===== config.mk =====
export PLATFORM = sky130hd
export DESIGN_NAME = dac_cmd_port
export DESIGN_NICKNAME = d
export VERILOG_FILES = /design/src/rtl/dcp_pkg.sv /design/src/rtl/dcp_spi_rx.sv /design/src/rtl/dcp_decode.sv /design/src/rtl/dcp_regs.sv /design/src/rtl/dac_cmd_port.sv
export SDC_FILE = /design/constraint.sdc
export NUM_CORES = 1
export LEC_CHECK = 0
export BUFFER_PORTS_ARGS = -buffer_cell sky130_fd_sc_hd__buf_2
export CAP_MARGIN = 20
export CORE_UTILIZATION = 38
export DETAILED_ROUTE_END_ITERATION = 12
export GPL_TIMING_DRIVEN = 0
export SYNTH_ARGS = -nofsm -noshare
export SYNTH_HDL_FRONTEND = slang
export SYNTH_SLANG_ARGS = --single-unit

===== constraint.sdc =====
create_clock -name clk -period 3.9 [get_ports clk]
set_input_delay 0.39 -clock clk [delete_from_list [all_inputs] [get_ports clk]]
set_output_delay 0.39 -clock clk [all_outputs]
set_load 0.005 [all_outputs]

===== src/rtl/dcp_pkg.sv =====
package dcp_pkg;

   localparam int FRAME_W = 24;
   localparam int DATA_W  = 16;
   localparam int DITH_W  = 32;

   localparam logic [15:0] RESET_KEY = 16'h1234;

   localparam logic [3:0] GRP_WR_IN  = 4'h1;
   localparam logic [3:0] GRP_WR_DAC = 4'h2;
   localparam logic [3:0] GRP_RB     = 4'h8;

   localparam logic [7:0] OP_LOAD   = 8'h30;
   localparam logic [7:0] OP_SPAN   = 8'h40;
   localparam logic [7:0] OP_PWR    = 8'h51;
   localparam logic [7:0] OP_ALL    = 8'h60;
   localparam logic [7:0] OP_RST    = 8'h70;
   localparam logic [7:0] OP_SRC_LO = 8'h90;
   localparam logic [7:0] OP_SRC_HI = 8'hA0;
   localparam logic [7:0] OP_INV    = 8'hB0;
   localparam logic [7:0] OP_SCL_LO = 8'hC0;
   localparam logic [7:0] OP_SCL_HI = 8'hD0;

   typedef struct packed {
      logic        wr_in;
      logic        wr_dac;
      logic        wr_all;
      logic        load;
      logic        span;
      logic        pwr;
      logic        src_lo;
      logic        src_hi;
      logic        scl_lo;
      logic        scl_hi;
      logic        inv;
      logic        soft_rst;
      logic        rb;
      logic [3:0]  ch;
      logic [15:0] data;
   } dcp_op_t;

endpackage


===== src/rtl/dcp_spi_rx.sv =====
module dcp_spi_rx #(
   parameter int SYNC_STAGES = 2
) (
   input  logic        clk,
   input  logic        rst,
   input  logic        sclk,
   input  logic        cs_n,
   input  logic        mosi,
   input  logic [23:0] tx_word,
   output logic        miso,
   output logic        frame_start,
   output logic        frame_done,
   output logic [23:0] frame
);
   import dcp_pkg::*;

   localparam int CNT_W = $clog2(FRAME_W + 2);
   localparam logic [CNT_W-1:0] CNT_FULL = CNT_W'(FRAME_W);
   localparam logic [CNT_W-1:0] CNT_SAT  = CNT_W'(FRAME_W + 1);

   if (SYNC_STAGES < 2) begin : g_bad_sync
      $error("SYNC_STAGES must be at least 2");
   end

   logic [SYNC_STAGES-1:0] sclk_ff, cs_ff, mosi_ff;
   logic sclk_s, cs_s, mosi_s, sclk_d, cs_d;
   logic sck_rise, sck_fall, cs_fall, cs_rise;
   logic [CNT_W-1:0] bit_cnt;
   logic [FRAME_W-1:0] rx_sh, tx_sh;
   logic done_q;

   always_ff @(posedge clk) begin
      if (rst) begin
         sclk_ff <= '0;
         cs_ff   <= '1;
         mosi_ff <= '0;
      end else begin
         sclk_ff <= {sclk_ff[SYNC_STAGES-2:0], sclk};
         cs_ff   <= {cs_ff[SYNC_STAGES-2:0], cs_n};
         mosi_ff <= {mosi_ff[SYNC_STAGES-2:0], mosi};
      end
   end

   assign sclk_s   = sclk_ff[SYNC_STAGES-1];
   assign cs_s     = cs_ff[SYNC_STAGES-1];
   assign mosi_s   = mosi_ff[SYNC_STAGES-1];
   assign sck_rise = sclk_s & ~sclk_d;
   assign sck_fall = ~sclk_s & sclk_d;
   assign cs_fall  = ~cs_s & cs_d;
   assign cs_rise  = cs_s & ~cs_d;

   always_ff @(posedge clk) begin
      if (rst) begin
         sclk_d  <= 1'b0;
         cs_d    <= 1'b1;
         bit_cnt <= '0;
         rx_sh   <= '0;
         tx_sh   <= '0;
         done_q  <= 1'b0;
      end else begin
         sclk_d <= sclk_s;
         cs_d   <= cs_s;
         done_q <= cs_rise && (bit_cnt == CNT_FULL);
         if (cs_fall) begin
            bit_cnt <= '0;
            tx_sh   <= tx_word;
         end else if (!cs_s) begin
            if (sck_rise) begin
               rx_sh <= {rx_sh[FRAME_W-2:0], mosi_s};
               if (bit_cnt != CNT_SAT) bit_cnt <= bit_cnt + 1'b1;
            end
            if (sck_fall) tx_sh <= {tx_sh[FRAME_W-2:0], 1'b0};
         end
      end
   end

   assign miso        = tx_sh[FRAME_W-1];
   assign frame_start = cs_fall;
   assign frame_done  = done_q;
   assign frame       = rx_sh;

   // a commit is a single-cycle event, taken while the port is deselected
   assert_single_commit_R1: assert property (@(posedge clk) disable iff (rst)
      frame_done |=> !frame_done);
   assert_commit_idle_R1: assert property (@(posedge clk) disable iff (rst)
      frame_done |-> cs_s);

endmodule


===== src/rtl/dcp_decode.sv =====
module dcp_decode #(
   parameter int NUM_CH = 16
) (
   input  logic            valid,
   input  logic [23:0]     frame,
   output dcp_pkg::dcp_op_t op
);
   import dcp_pkg::*;

   logic [7:0] cmd;
   logic       ch_ok;

   assign cmd   = frame[23:16];
   assign ch_ok = (32'(frame[19:16]) < NUM_CH);

   always_comb begin
      op          = '0;
      op.ch       = frame[19:16];
      op.data     = frame[15:0];
      op.wr_in    = valid && (cmd[7:4] == GRP_WR_IN)  && ch_ok;
      op.wr_dac   = valid && (cmd[7:4] == GRP_WR_DAC) && ch_ok;
      op.rb       = valid && (cmd[7:4] == GRP_RB)     && ch_ok;
      op.wr_all   = valid && (cmd == OP_ALL);
      op.load     = valid && (cmd == OP_LOAD);
      op.span     = valid && (cmd == OP_SPAN);
      op.pwr      = valid && (cmd == OP_PWR);
      op.src_lo   = valid && (cmd == OP_SRC_LO);
      op.src_hi   = valid && (cmd == OP_SRC_HI);
      op.scl_lo   = valid && (cmd == OP_SCL_LO);
      op.scl_hi   = valid && (cmd == OP_SCL_HI);
      op.inv      = valid && (cmd == OP_INV);
      op.soft_rst = valid && (cmd == OP_RST) && (frame[15:0] == RESET_KEY);
   end

endmodule


===== src/rtl/dcp_regs.sv =====
module dcp_regs #(
   parameter int NUM_CH    = 16,
   parameter int CODE_BITS = 16
) (
   input  logic                   clk,
   input  logic                   hw_rst,
   input  dcp_pkg::dcp_op_t       op,
   output logic [NUM_CH*16-1:0]   dac_code,
   output logic [2:0]             span_code,
   output logic [15:0]            dith_pwr_dn,
   output logic [31:0]            dith_src,
   output logic [31:0]            dith_scale,
   output logic [15:0]            dith_inv,
   output logic [15:0]            rb_word
);
   import dcp_pkg::*;

   localparam int PAD = DATA_W - CODE_BITS;

   logic        clr;
   logic [15:0] code_in;
   logic [15:0] inp_q [NUM_CH];
   logic [15:0] dac_q [NUM_CH];
   logic [2:0]  span_q;
   logic [15:0] pwr_q, inv_q;
   logic [31:0] src_q, scl_q;
   logic        any_cfg;

   assign clr = hw_rst | op.soft_rst;

   if (PAD == 0) begin : g_full_code
      assign code_in = op.data;
   end else begin : g_left_code
      assign code_in = {op.data[15:PAD], {PAD{1'b0}}};
   end

   for (genvar i = 0; i < NUM_CH; i++) begin : g_ch
      always_ff @(posedge clk) begin
         if (clr) begin
            inp_q[i] <= '0;
            dac_q[i] <= '0;
         end else begin
            if (op.wr_in && (32'(op.ch) == i)) inp_q[i] <= code_in;
            if (op.wr_all || (op.wr_dac && (32'(op.ch) == i)))
               dac_q[i] <= code_in;
            else if (op.load && op.data[i])
               dac_q[i] <= inp_q[i];
         end
      end
      assign dac_code[i*16 +: 16] = dac_q[i];

      // masked load moves the staged value of a selected channel
      assert_load_copy_R4: assert property (@(posedge clk) disable iff (hw_rst)
         (op.load && op.data[i]) |=> dac_q[i] == $past(inp_q[i]));
      assert_load_skip_R4: assert property (@(posedge clk) disable iff (hw_rst)
         (op.load && !op.data[i]) |=> $stable(dac_q[i]));

      if (PAD > 0) begin : g_pad_chk
         assert_code_pad_R9: assert property (@(posedge clk) disable iff (hw_rst)
            (dac_q[i][PAD-1:0] == '0) && (inp_q[i][PAD-1:0] == '0));
      end
   end

   always_ff @(posedge clk) begin
      if (clr) begin
         span_q <= '0;
         pwr_q  <= '1;
         src_q  <= '0;
         scl_q  <= '0;
         inv_q  <= '0;
      end else begin
         if (op.span)   span_q        <= op.data[2:0];
         if (op.pwr)    pwr_q         <= op.data;
         if (op.inv)    inv_q         <= op.data;
         if (op.src_lo) src_q[15:0]   <= op.data;
         if (op.src_hi) src_q[31:16]  <= op.data;
         if (op.scl_lo) scl_q[15:0]   <= op.data;
         if (op.scl_hi) scl_q[31:16]  <= op.data;
      end
   end

   always_comb begin
      rb_word = '0;
      for (int k = 0; k < NUM_CH; k++)
         if (32'(op.ch) == k) rb_word = dac_q[k];
   end

   assign span_code   = span_q;
   assign dith_pwr_dn = pwr_q;
   assign dith_src    = src_q;
   assign dith_scale  = scl_q;
   assign dith_inv    = inv_q;

   assign any_cfg = op.span | op.pwr | op.inv | op.src_lo | op.src_hi
                  | op.scl_lo | op.scl_hi | op.soft_rst;

   assert_one_op_R12: assert property (@(posedge clk) disable iff (hw_rst)
      $onehot0({op.wr_in, op.wr_dac, op.wr_all, op.load, op.span, op.pwr,
                op.src_lo, op.src_hi, op.scl_lo, op.scl_hi, op.inv,
                op.soft_rst, op.rb}));
   assert_cfg_quiet_R12: assert property (@(posedge clk) disable iff (hw_rst)
      !any_cfg |=> $stable(span_q) && $stable(pwr_q) && $stable(src_q)
                   && $stable(scl_q) && $stable(inv_q));
   assert_key_reset_R5: assert property (@(posedge clk) disable iff (hw_rst)
      op.soft_rst |=> (pwr_q == 16'hFFFF) && (span_q == 3'd0) && (src_q == '0));
   assert_span_load_R7: assert property (@(posedge clk) disable iff (hw_rst)
      op.span |=> span_q == $past(op.data[2:0]));

endmodule


===== src/rtl/dac_cmd_port.sv =====
module dac_cmd_port #(
   parameter int NUM_CH      = 16,
   parameter int CODE_BITS   = 16,
   parameter int SYNC_STAGES = 2
) (
   input  logic                 clk,
   input  logic                 hw_rst,
   input  logic                 spi_sclk,
   input  logic                 spi_cs_n,
   input  logic                 spi_mosi,
   output logic                 spi_miso,
   output logic [NUM_CH*16-1:0] dac_code,
   output logic [2:0]           span_code,
   output logic [15:0]          dith_pwr_dn,
   output logic [31:0]          dith_src,
   output logic [31:0]          dith_scale,
   output logic [15:0]          dith_inv
);
   import dcp_pkg::*;

   if (NUM_CH < 1 || NUM_CH > 16) begin : g_bad_ch
      $error("NUM_CH must lie in 1..16");
   end
   if (CODE_BITS < 1 || CODE_BITS > DATA_W) begin : g_bad_code
      $error("CODE_BITS must lie in 1..16");
   end

   logic        frame_start, frame_done;
   logic [23:0] frame, tx_word;
   logic [15:0] rb_word, rb_val;
   logic        rb_pend;
   dcp_op_t     op;

   dcp_spi_rx #(.SYNC_STAGES(SYNC_STAGES)) u_rx (
      .clk         (clk),
      .rst         (hw_rst),
      .sclk        (spi_sclk),
      .cs_n        (spi_cs_n),
      .mosi        (spi_mosi),
      .tx_word     (tx_word),
      .miso        (spi_miso),
      .frame_start (frame_start),
      .frame_done  (frame_done),
      .frame       (frame)
   );

   dcp_decode #(.NUM_CH(NUM_CH)) u_dec (
      .valid (frame_done),
      .frame (frame),
      .op    (op)
   );

   dcp_regs #(.NUM_CH(NUM_CH), .CODE_BITS(CODE_BITS)) u_regs (
      .clk         (clk),
      .hw_rst      (hw_rst),
      .op          (op),
      .dac_code    (dac_code),
      .span_code   (span_code),
      .dith_pwr_dn (dith_pwr_dn),
      .dith_src    (dith_src),
      .dith_scale  (dith_scale),
      .dith_inv    (dith_inv),
      .rb_word     (rb_word)
   );

   always_ff @(posedge clk) begin
      if (hw_rst || op.soft_rst) begin
         rb_pend <= 1'b0;
         rb_val  <= '0;
      end else if (op.rb) begin
         rb_pend <= 1'b1;
         rb_val  <= rb_word;
      end else if (frame_start) begin
         rb_pend <= 1'b0;
      end
   end

   assign tx_word = rb_pend ? {8'h00, rb_val} : 24'h0;

   assert_rb_arm_R6: assert property (@(posedge clk) disable iff (hw_rst)
      op.rb |=> rb_pend);
   assert_rb_once_R6: assert property (@(posedge clk) disable iff (hw_rst)
      (frame_start && !op.rb) |=> !rb_pend);
   assert_hw_reset_R10: assert property (@(posedge clk)
      hw_rst |=> (span_code == 3'd0) && (dith_pwr_dn == 16'hFFFF)
                 && (dac_code == '0) && (dith_inv == '0) && !rb_pend);

endmodule


### Yosys cells after proc, flatten, opt, wreduce, memory -nomap -nowiden

Memory sizes are Yosys's and may differ from the RTL's.
Cells that the tools add are included.

| operators by class | value |
|---|---|
| $add $sub $neg | 1 |
| equal/unequal tests | 32 |
| multiplexer cells | 232 |
| bitwise gates (word level) | 58 |
| reductions and logical operators | 87 |

Operators by type and width:

| cell | number |
|---|---|
| $mux 16 | 65 |
| $mux 1 | 164 |
| $mux 24 | 3 |
| $logic_and 1x1->1 | 63 |
| $or 1x1->1 | 49 |
| $eq 8x8->1 const B | 5 |
| $eq 4x4->1 const B | 9 |
| $eq 8x7->1 const B | 4 |
| $logic_or 1x1->1 | 17 |
| $eq 16x13->1 const B | 1 |
| $eq 4x3->1 const B | 4 |
| $eq 4x2->1 const B | 3 |
| $eq 4x1->1 const B | 2 |
| $eq 8x6->1 const B | 1 |
| $reduce_and 3->1 | 2 |
| $add 5x1->5 const B | 1 |
| $eq 5x5->1 const B | 1 |
| $ne 5x5->1 const B | 1 |
| $not 1->1 | 5 |
| $and 1x1->1 | 4 |
| $logic_not 4->1 | 1 |
| $reduce_bool 2->1 | 2 |
| $ne 2x2->1 const B | 1 |
| $reduce_and 2->1 | 1 |
| $reduce_or 2->1 | 1 |

| word-level totals | value |
|---|---|
| register bits after elaboration | 178 |
| bits in writable memories | 512 |
| input bits | 5 |
| output and inout port bits | 356 |
| memories | 2 |

Memory list:

| name | words | bits a word | rd ports | clocked after memory_dff | wr ports | line | source |
|---|---|---|---|---|---|---|---|
| u_regs.dac_q | 16 | 16 | 16 | 0 | 16 | dcp_regs.sv:23 | `logic [15:0] dac_q [NUM_CH];` |
| u_regs.inp_q | 16 | 16 | 16 | 0 | 16 | dcp_regs.sv:22 | `logic [15:0] inp_q [NUM_CH];` |

### Longest topological paths before layout

| logic depth | value |
|---|---|
| depth in word-level cells | 17 |
| mapped depth | 9 |

### Modules after synthesis

From an unflattened synthesis, not the netlist that was laid out.

| unflattened totals | value |
|---|---|
| cells, all modules | 2509 |
| area, all modules | 30525.5 um^2 |

By module, submodules not included:

| module | times used | cells each | area an instance (um^2) | seq. area each (um^2) |
|---|---|---|---|---|
| dcp_regs | 1 | 2083 | 26908.3 | 17356.6 |
| dcp_spi_rx | 1 | 301 | 2529.9 | 1241.2 |
| dac_cmd_port | 1 | 75 | 738.2 | 340.3 |
| dcp_decode | 1 | 50 | 349.1 | 0.0 |

### Worst setup path after synthesis

No wires, ideal clock.

| timing path | value |
|---|---|
| path type | register to register |
| from | register u_rx.rx_sh[16], in the netlist u_rx.frame[16] |
| to | memory u_regs.inp_q[11][0], in the netlist u_regs.inp_q[1][48], enable pin |
| setup time | 0.411 ns |
| arrival time | 2.573 ns |
| data required time | 3.489 ns |
| slack | 0.916 ns |
| stages on the path, launching flop included | 6 |
| path buffers | 3 |
| clock period less this slack | 2.984 ns |
| cell sequence | dfxtp_1 > buf_2 > buf_4 > buf_1 > nand4b_1 > o21ai_0 |

RTL lines:

| element | line | source |
|---|---|---|
| start: declaration | dcp_spi_rx.sv:29 | `logic [FRAME_W-1:0] rx_sh, tx_sh;` |
| start signal: assignment | dcp_spi_rx.sv:69 | `rx_sh <= {rx_sh[FRAME_W-2:0], mosi_s};` |
| end: declaration | dcp_regs.sv:22 |  |

==> impl_metrics.yaml <==
worst_setup_path:
  crit_chain: "or4b_2 -> nor4_2 -> a41oi_1 -> buf_4 -> clkbuf_1 -> o21ai_1 -> buf_4"
  timing.setup.critical_path_class: "reg2reg"
  cp_slowest_stage_delay_ns: 0.71
  gate_family_responsible_for_the_most_delay_along_the_worst_path: "buffers and inverters"
  cp.required_ns: 4.23
  crit_path_start_kind: "register"
  cp_num_buf_inv: 3
  critPathArrivalTime_ns: 4.35
  crit_path_top_delay_cell: "or4b_2"
  crit_path_end_kind: "register"
  crit_path_max_fanout: 11
  worst_path_most_repeated_cell: "buf_4"
clocking:
  tritoncts: "built"
  htree_levels: 3
  cts_num_sinks: 690
  clk_path_buf_depth: 3
  root_buffer: "clkbuf_16"
  tritoncts.num_buffers: 76
  clkLatencyLatePin_ns: 0.64
  path_clk_slew_ns: 0.06
placed_design:
  detailedPlace.worstSlack_ns: -0.04724
  routabilityCongestion: 1.039
  portBuffers: 359
  dp_hpwl_um: 100500
grt:
  grt_first_pass_wirelength_um: 183700
  antenna_found_initial: 13
  grt_max_degree: 17
  first_global_vias: 23018
  overflow: 0
  grtUsageTotal: 0.3270
power_and_ir_drop:
  pwr-share-comb: 0.027
  cellInternalPower_mw: 12.68
  pwr-share-seq: 0.507
  post-layout-total-power_mw: 16.29
  vdd_ir_drop_max_v: 0.0002744
  leakage_power_of_the_design_nw: 13.45
  p_sw_mw: 3.601
  cellPowerDensity_mw_per_mm2: 443.1
  power_frac_clock: 0.466
  sw_frac_of_total: 0.2211
synth:
  largest_family_of_logic_cells_by_synthesized_area: "simple AND/OR/NAND/NOR gates"
  largest_area_contributor_in_the_synthesized_netlist: "edfxtp_1"
  synth.net_count: 2649
  yosys_warnings: 0
  simple_logic_cell_fraction_of_the_synthesized_area: 0.1645
  synthXorXnorAreaFrac: 0.001433
  synth_adder_area_share: 0.001228
  synth_compound_area_frac: 0.1221
  seq_area_frac_synth: 0.6197
  postSynthAreaPerCell_um2: 11.57
  mux_cell_area_share_after_synthesis: 0.04794
  synth_cells: 2641
  post-synth-top-area-fraction: 0.5031
  number_of_synthesized_flops_with_an_enable_pin: 512
  postSynthRegisterBits: 690
  synthFlopType: "edfxtp_1"
  distinct_cells_synth: 80
  synthesis.area_mm2: 0.03056
  ys_async_sr_fraction: 0
  cell_types_with_the_largest_area_share_after_synthesis: "edfxtp_1 50%, dfxtp_1 12%, a22oi_1 6.2%, and2_1 5.6%, nor2_1 4.7%"
route:
  drt_first_iter_violations: 3473
  detailroute.wirelength.met2_um: 60440
  wl_met3_um: 16800
  detail_route.wirelength.met1_um: 53570
  vias_per_cell: 5.957
  top_signal_layer_used: "met5"
  detailed_route_drc_error_count: 0
  routed_wl_um: 137500
  avgRoutedWirePerCell_um: 32.47
  via_count: 25235
  dr.pass1.iters: 7
  post_route_ant_nets: 0
die:
  rows: 103
  initial_core_util: 0.3856
  die_area_mm2: 0.08156
  die_width_um: 285.6
  core-area_mm2: 0.07926
  die_h_um: 285.6
  top_level_ports: 361
run_status:
  run_status: "finished with violations"
  failing_checks: "setup timing"
finish:
  leading_cell_types_in_the_layout_fill_and_taps_excluded: "512 x edfxtp_1, 449 x buf_2, 379 x nor2_1, 274 x and2_1, 252 x a22oi_1"
  final_net_count: 3118
  seqCellArea_mm2: 0.01894
  multiInputGateArea_mm2: 0.01035
  area_growth_pct: 20.27
  layout-drive-gt1-share: 0.2235
  final_common_cell: "edfxtp_1"
  filler_cells: 7417
job:
  count_of_max_cap_constraint_violations: 0
timing:
  setup_repair_after_global_routing_missed_its_margin: "false"
  min_period_ns: 4.013
  final.setup_skew_ns: 0.02248
  final.period_utilization: 1.029
  final_hold_viols: 0
  max_slew_violation_total_from_the_final_report: 0
  worst_pin_slew_ns: 1.297
  fmaxAchievable_mhz: 249.2
  timing.max_slew.rel_slack: 0.1355
  layout_setup_ws_ns: -0.1133
  report.final.setup_viol: 66
min_path:
  hold_class: "in2reg"
[state kept, by name, summed over array words and instances (netlist names)]
register            count
u_regs.dith_inv        16
u_regs.dith_scale      32
u_rx.sclk_ff            2
u_rx.mosi_ff            2
u_regs.span_code        3
u_rx.frame             24
u_rx.bit_cnt            5
u_rx.frame_done         1
u_rx.cs_d               1
u_regs.dith_src        32
rb_pend                 1
u_rx.sclk_d             1
u_regs.dac_q          256
u_regs.inp_q          256
rb_val                 16
u_rx.tx_sh             24
u_regs.dith_pwr_dn     16
u_rx.cs_ff              2
[power by group through the flow]
stage               Sequential (mW)  Combinational (mW)  Clock [mW]
floorplan                      8.31               0.205           0
global placement               8.40               0.415           0
detailed placement             8.40               0.432           0
CTS                            8.24               0.434        7.60
global route                   8.25               0.461        7.89
finish                         8.25               0.440        7.59
[Yosys cell counts (all sizes together) (4+ instances only)]
master and n:
or4 4, nor2 396, buf 129, nor3 10
clkbuf 141, and3 5, and2 275, dfxtp 178
o22ai 18, nor4 11, a221oi 6, o21ai 54
a21o 5, nand4 5, nor3b 16, edfxtp 512
inv 7, a211o 4, o211ai 5, mux2i 98
or2 9, or3 23, mux2 13, a31oi 9
a311oi 16, a22oi 252, a21oi 93, nand2 173
mux4 15, xor2 4, nand2b 18, a211oi 10
nor2b 17, nand3 41, o221ai 12
[what timing repair did]
item | in CTS | in global routing
buffers inserted | 0 | 0
endpoints found under the setup margin | 128 | 0
endpoints found under the hold margin | 2 | 0
resized for setup | 1 | 0
hold buffers | 2 | 0
[worst reg2reg max path: stages (launching register included)]
cell,delay (ns)
dfxtp_1,0.62
or4b_2,0.72
nor4_2,0.31
a41oi_1,0.31
buf_4,0.29
clkbuf_1,0.54
o21ai_1,0.62
buf_4,0.32
[cell type report]
class | instances | share of cell area
Buffer | 269 | 0.03493
Clock buffer | 94 | 0.05569
Clock inverter | 46 | 0.01474
Tap cell | 1050 | 0.03574
Timing Repair Buffer | 392 | 0.06029
Sequential cell | 690 | 0.5153
Multi-Input combinational cell | 1673 | 0.2816
Antenna cell | 14 | 0.0009532
Inverter | 8 | 0.0008170
[cells by family (layout without fill, tap and decap cells)]
logic type,Yosys count,in the layout
AOI/OAI and AO/OA,520,520
other,0,14
and+or+nand+nor,1019,1019
adders and majority gates,3,3
buffers and inverters,278,809
xor gates and xnor gates,5,5
DFF,690,690
muxes,126,126
[metal layers]
layer,global-route usage,vias to the layer above
met4,0.1580,2
met2,0.4864,1764
li1,-,10540
met5,0,-
met1,0.4402,12609
met3,0.08995,320
[through the flow]
step / util / setup TNS [ns] / cell area (um2) / cells / hold WS [ns]
2_1_floorplan: - / 0 / 30560 / 2641 / 0.3895
3_3_place_gp: 0.4248 / -161.88 / 33670 / 4050 / 0.3980
3_5_place_dp: 0.4302 / -2.563 / 34100 / 4080 / 0.4025
4_1_cts: 0.4631 / 0 / 36710 / 4221 / 0.007136
5_1_grt: 0.4633 / 0 / 36720 / 4222 / 0.05211
6_report: 0.4637 / -3.327 / 36760 / 4236 / 0.008160
[worst paths after layout]
check                        end     startpoint  cells after the start  slack (ns)
min              u_rx.sclk_ff[0]       spi_sclk                      2       0.008
min reg2reg        u_rx.cs_ff[1]  u_rx.cs_ff[0]                      1        0.41
max          u_regs.inp_q[0][50]  u_rx.frame[2]                      7       -0.11
max reg2reg  u_regs.inp_q[0][50]  u_rx.frame[2]                      7       -0.11
No activity file was read; power rests on OpenSTA's default activity.
